## src/rtl/bitslice_alu_pkg.sv

```systemverilog
package bitslice_alu_pkg;
    localparam int CTRL_W     = 4;
    localparam int INV_A_BIT  = 0;
    localparam int INV_B_BIT  = 1;
    localparam int SEL_LO_BIT = 2;

    typedef enum logic [1:0] {
        PICK_AND  = 2'b00,
        PICK_OR   = 2'b01,
        PICK_SUM  = 2'b10,
        PICK_LESS = 2'b11
    } pick_e;
endpackage

```

## src/rtl/bitslice_alu_slice.sv

```systemverilog
module bitslice_alu_slice
    import bitslice_alu_pkg::*;
(
    input  logic              bit_a,
    input  logic              bit_b,
    input  logic              carry_in,
    input  logic              less_in,
    input  logic [CTRL_W-1:0] ctrl,
    output logic              bit_out,
    output logic              carry_nx,
    output logic              sum_bit
);
    logic  eff_a;
    logic  eff_b;
    pick_e pick;

    assign eff_a    = ctrl[INV_A_BIT] ? ~bit_a : bit_a;
    assign eff_b    = ctrl[INV_B_BIT] ? ~bit_b : bit_b;
    assign sum_bit  = eff_a ^ eff_b ^ carry_in;
    assign carry_nx = (eff_a & eff_b) | (carry_in & (eff_a ^ eff_b));
    assign pick     = pick_e'(ctrl[SEL_LO_BIT +: 2]);

    always_comb begin
        unique case (pick)
            PICK_AND:  bit_out = eff_a & eff_b;
            PICK_OR:   bit_out = eff_a | eff_b;
            PICK_SUM:  bit_out = sum_bit;
            PICK_LESS: bit_out = less_in;
            default:   bit_out = 1'b0;
        endcase
    end
endmodule

```

## src/rtl/bitslice_alu_zero.sv

```systemverilog
module bitslice_alu_zero #(
    parameter int W = 32
) (
    input  logic [W-1:0] vec,
    output logic         all_clear
);
    assign all_clear = (vec == '0);
endmodule

```

## src/rtl/bitslice_alu.sv

```systemverilog
module bitslice_alu
    import bitslice_alu_pkg::*;
#(
    parameter int W = 32
) (
    input  logic [W-1:0]      opnd_a,
    input  logic [W-1:0]      opnd_b,
    input  logic [CTRL_W-1:0] op_ctrl,
    output logic [W-1:0]      res,
    output logic              carry_out,
    output logic              zero_flag
);
    localparam int MSB = W - 1;

    logic [W:0]   carry_chain;
    logic [W-1:0] less_vec;
    logic [W-1:0] sum_vec;

    assign carry_chain[0] = op_ctrl[INV_B_BIT];

    generate
        for (genvar i = 0; i < W; i++) begin : g_slice
            if (i == 0) begin : g_lsb
                assign less_vec[i] = sum_vec[MSB];
            end else begin : g_upper
                assign less_vec[i] = 1'b0;
            end
            bitslice_alu_slice u_slice (
                .bit_a    (opnd_a[i]),
                .bit_b    (opnd_b[i]),
                .carry_in (carry_chain[i]),
                .less_in  (less_vec[i]),
                .ctrl     (op_ctrl),
                .bit_out  (res[i]),
                .carry_nx (carry_chain[i+1]),
                .sum_bit  (sum_vec[i])
            );
        end
    endgenerate

    assign carry_out = carry_chain[W];

    bitslice_alu_zero #(.W(W)) u_zero (
        .vec       (res),
        .all_clear (zero_flag)
    );
endmodule

```

## config.mk

```make
export PLATFORM = sky130hd
export DESIGN_NAME = bitslice_alu
export DESIGN_NICKNAME = d
export VERILOG_FILES = /design/src/rtl/bitslice_alu_pkg.sv /design/src/rtl/bitslice_alu_slice.sv /design/src/rtl/bitslice_alu_zero.sv /design/src/rtl/bitslice_alu.sv
export SDC_FILE = /design/constraint.sdc
export NUM_CORES = 1
export LEC_CHECK = 0
export CELL_PAD_IN_SITES_DETAIL_PLACEMENT = 1
export CELL_PAD_IN_SITES_GLOBAL_PLACEMENT = 2
export CORE_UTILIZATION = 31
export DETAILED_ROUTE_END_ITERATION = 10
export GPL_TIMING_DRIVEN = 0
export PLACE_DENSITY = 0.86
export SYNTH_ARGS = -nofsm -noshare
export SYNTH_HDL_FRONTEND = slang
export SYNTH_SLANG_ARGS = --single-unit
```

## constraint.sdc

```tcl
create_clock -name vclk -period 57.8
set_input_delay 11.56 -clock vclk [all_inputs]
set_output_delay 11.56 -clock vclk [all_outputs]
set_load 0.02 [all_outputs]
```

==> flow_summary.toml <==
[outcome]
outcome = "finished clean"

[power_and_ir_drop]
leakage_uw = 0.00229
vdd_ir_drop_max_v = 0.00000652
p_per_area_nw_per_um2 = 13.3

[global_route]
grt_pass1_vias = 3144
grt_pass1_wl_um = 14800
grt_start_max_net_pins = 11
grtUsageTotal_pct = 16.3
grt-ovfl-total = 0
antenna_found_initial = 0

[place]
place_inst = 636
post-dp-hpwl_um = 7900
gp_congestion = 0.748
preCtsSetupSlack_ns = 19.64
io_buffer_count = 100

[detailed_routing]
drtAntennaViolNets = 0
drc = 0
wirelength_um = 9180
drt-initial-drc-count = 32
routedWlPerCell_um = 14.4
viasPerCell = 4.44
num_vias = 2821
dr.pass1.iters = 5

[critical_path]
cpMostUsedCell = "fa_1"
max_stage_delay_ns = 0.68
slowest_stage = "clkbuf_1"
critPathBufInv = 9
crit_start = "op_ctrl[1]"
critPathMaxFanout = 10
worstPathArrival_ns = 26.42
cp_data_required_time_ns = 46.24
setup.worst_path.end_class = "primary output"
path_depth = 44
crit_family = "adder cells"
crit_path_start_kind = "primary input"
crit_end = "zero_flag"
path_class = "primary input to primary output"

[timing]
min_period_ns = 37.98
hold_viol_final = 0
timing.hold.ws_ns = 24.49
drv_slew = 0
setup_viol = 0
finalWorstSetupSlack_ns = 19.82
fmaxAchievable_mhz = 26.3
maxSlewHeadroom_pct = 43.1
tns_ns = 0
timing.final.crit_share_pct = 65.7
max_slew.worst_pin.slew_ns = 0.854
grt_setup_unrepaired = "false"

[synth]
syn-instance-count = 400
synth_area_leader_cell = "ha_1"
yosysWarnings = 0
seq_area_frac_synth_pct = 0
synth_top_cell_area_share_pct = 23.4
synth_cell_types = 25
yosys-top-cells-area = "ha_1, fa_1, xor2_1, inv_1, buf_4"
syn_nets = 563
avgSynthCellArea_sq_um = 8.54
syn_area_sq_um = 3420

[flow_run]
cap_viol_max_count = 0

[die]
coreArea_sq_um = 10500
die-width_um = 107
initial_core_util_pct = 32.5
rows = 37
dieArea_sq_um = 11400
fp.dieH_um = 107
ioPinCount = 102

[cells_and_area]
nFlopsAndLatches = 0
syn2layout_area_growth_pct = 34.3
seq_area_sq_um = 0
layout.cells.non_filler = 636
diodes = 0
fin_util_pct = 43.7
layout-drive-gt1-share_pct = 8.80
clkbuf_count = 0
layout.nets = 665

[clocking]
cts_hold_buf = 0
cts_resized = 0
cts_setup_buffers = 0

[hold_path]
hp-class = "primary input to primary output"
hold_depth = 7
-- area by class of cell --
cell class,count,area (sq um)
fillers,1275,5920
multi-input cells,265,2770
repair buffers,100,1000
plain buffers,53,343
inverters,82,308
well taps,136,170
-- power breakdown --
part           internal, uW  switching [uW]  leakage (uW)
logic                  30.6            30.7       0.00229
registers                 0               0             0
clock network             0               0             0
-- synth_stat cells --
library cell / count
xnor2_1: 4
buf_2: 7
buf_1: 4
nor2_1: 1
a21oi_1: 1
o21ai_0: 9
o21ai_1: 5
or4_1: 9
nand2b_1: 1
clkbuf_1: 7
ha_1: 64
o22ai_1: 16
o221ai_1: 1
buf_6: 1
and2b_1: 2
fa_1: 31
inv_1: 82
buf_4: 34
o31a_1: 14
mux2i_1: 17
nor4_2: 1
xor2_1: 61
o22a_1: 1
nor2b_1: 26
mux4_2: 1
-- tightest hold or removal path, cell delays in order --
cell and delay (ns):
clkbuf_1 0.15, xor2_1 0.24, inv_1 0.08, ha_1 0.14
o22ai_1 0.09, buf_4 0.14, clkdlybuf4s50_1 0.53
-- per-stage QoR --
stage               area (sq um)  power, uW
floorplan                   3420       39.8
global placement            4590       59.3
detailed placement          4590       62.3
CTS                         4590       62.5
global route                4590       68.3
finish                      4590       61.2
-- how the worst min path moves through the flow --
stage / end / startpoint
floorplan: res[7] / op_ctrl[3]
global placement: res[0] / op_ctrl[1]
detailed placement: res[0] / op_ctrl[1]
CTS: res[0] / op_ctrl[1]
global route: res[25] / op_ctrl[0]
finish: res[25] / op_ctrl[0]
-- cells by family after synthesis --
logic type               after synthesis  synth area share [%]
AO/OA/AOI/OAI                         47                  9.23
XOR/XNOR                              65                  16.7
AND/OR/NAND/NOR                       40                  7.84
adder cells (fa/ha/maj)               95                  41.6
multiplexers                          18                  5.64
buffers and inverters                135                  19.0
-- cell usage in the layout (no fill, tap or decap), drive strengths merged, types with 2 or more instances in the layout --
master,n
or4,9
clkbuf,7
xor2,61
fa,31
mux2i,17
clkdlybuf4s50,100
o22ai,16
o21ai,14
o31a,14
buf,46
xnor2,4
and2b,2
inv,82
nor2b,26
ha,64
-- layer usage --
layer	share of wire [%]	routed length [um]	up-vias	track usage, %
li1	-	-	1392	-
met1	45	4140	1372	21.0
met2	52	4780	57	31.8
met3	2.7	252	0	0.304
met4	0	0	0	0
met5	0	0	-	0
Power figures use the tool's default switching activity.
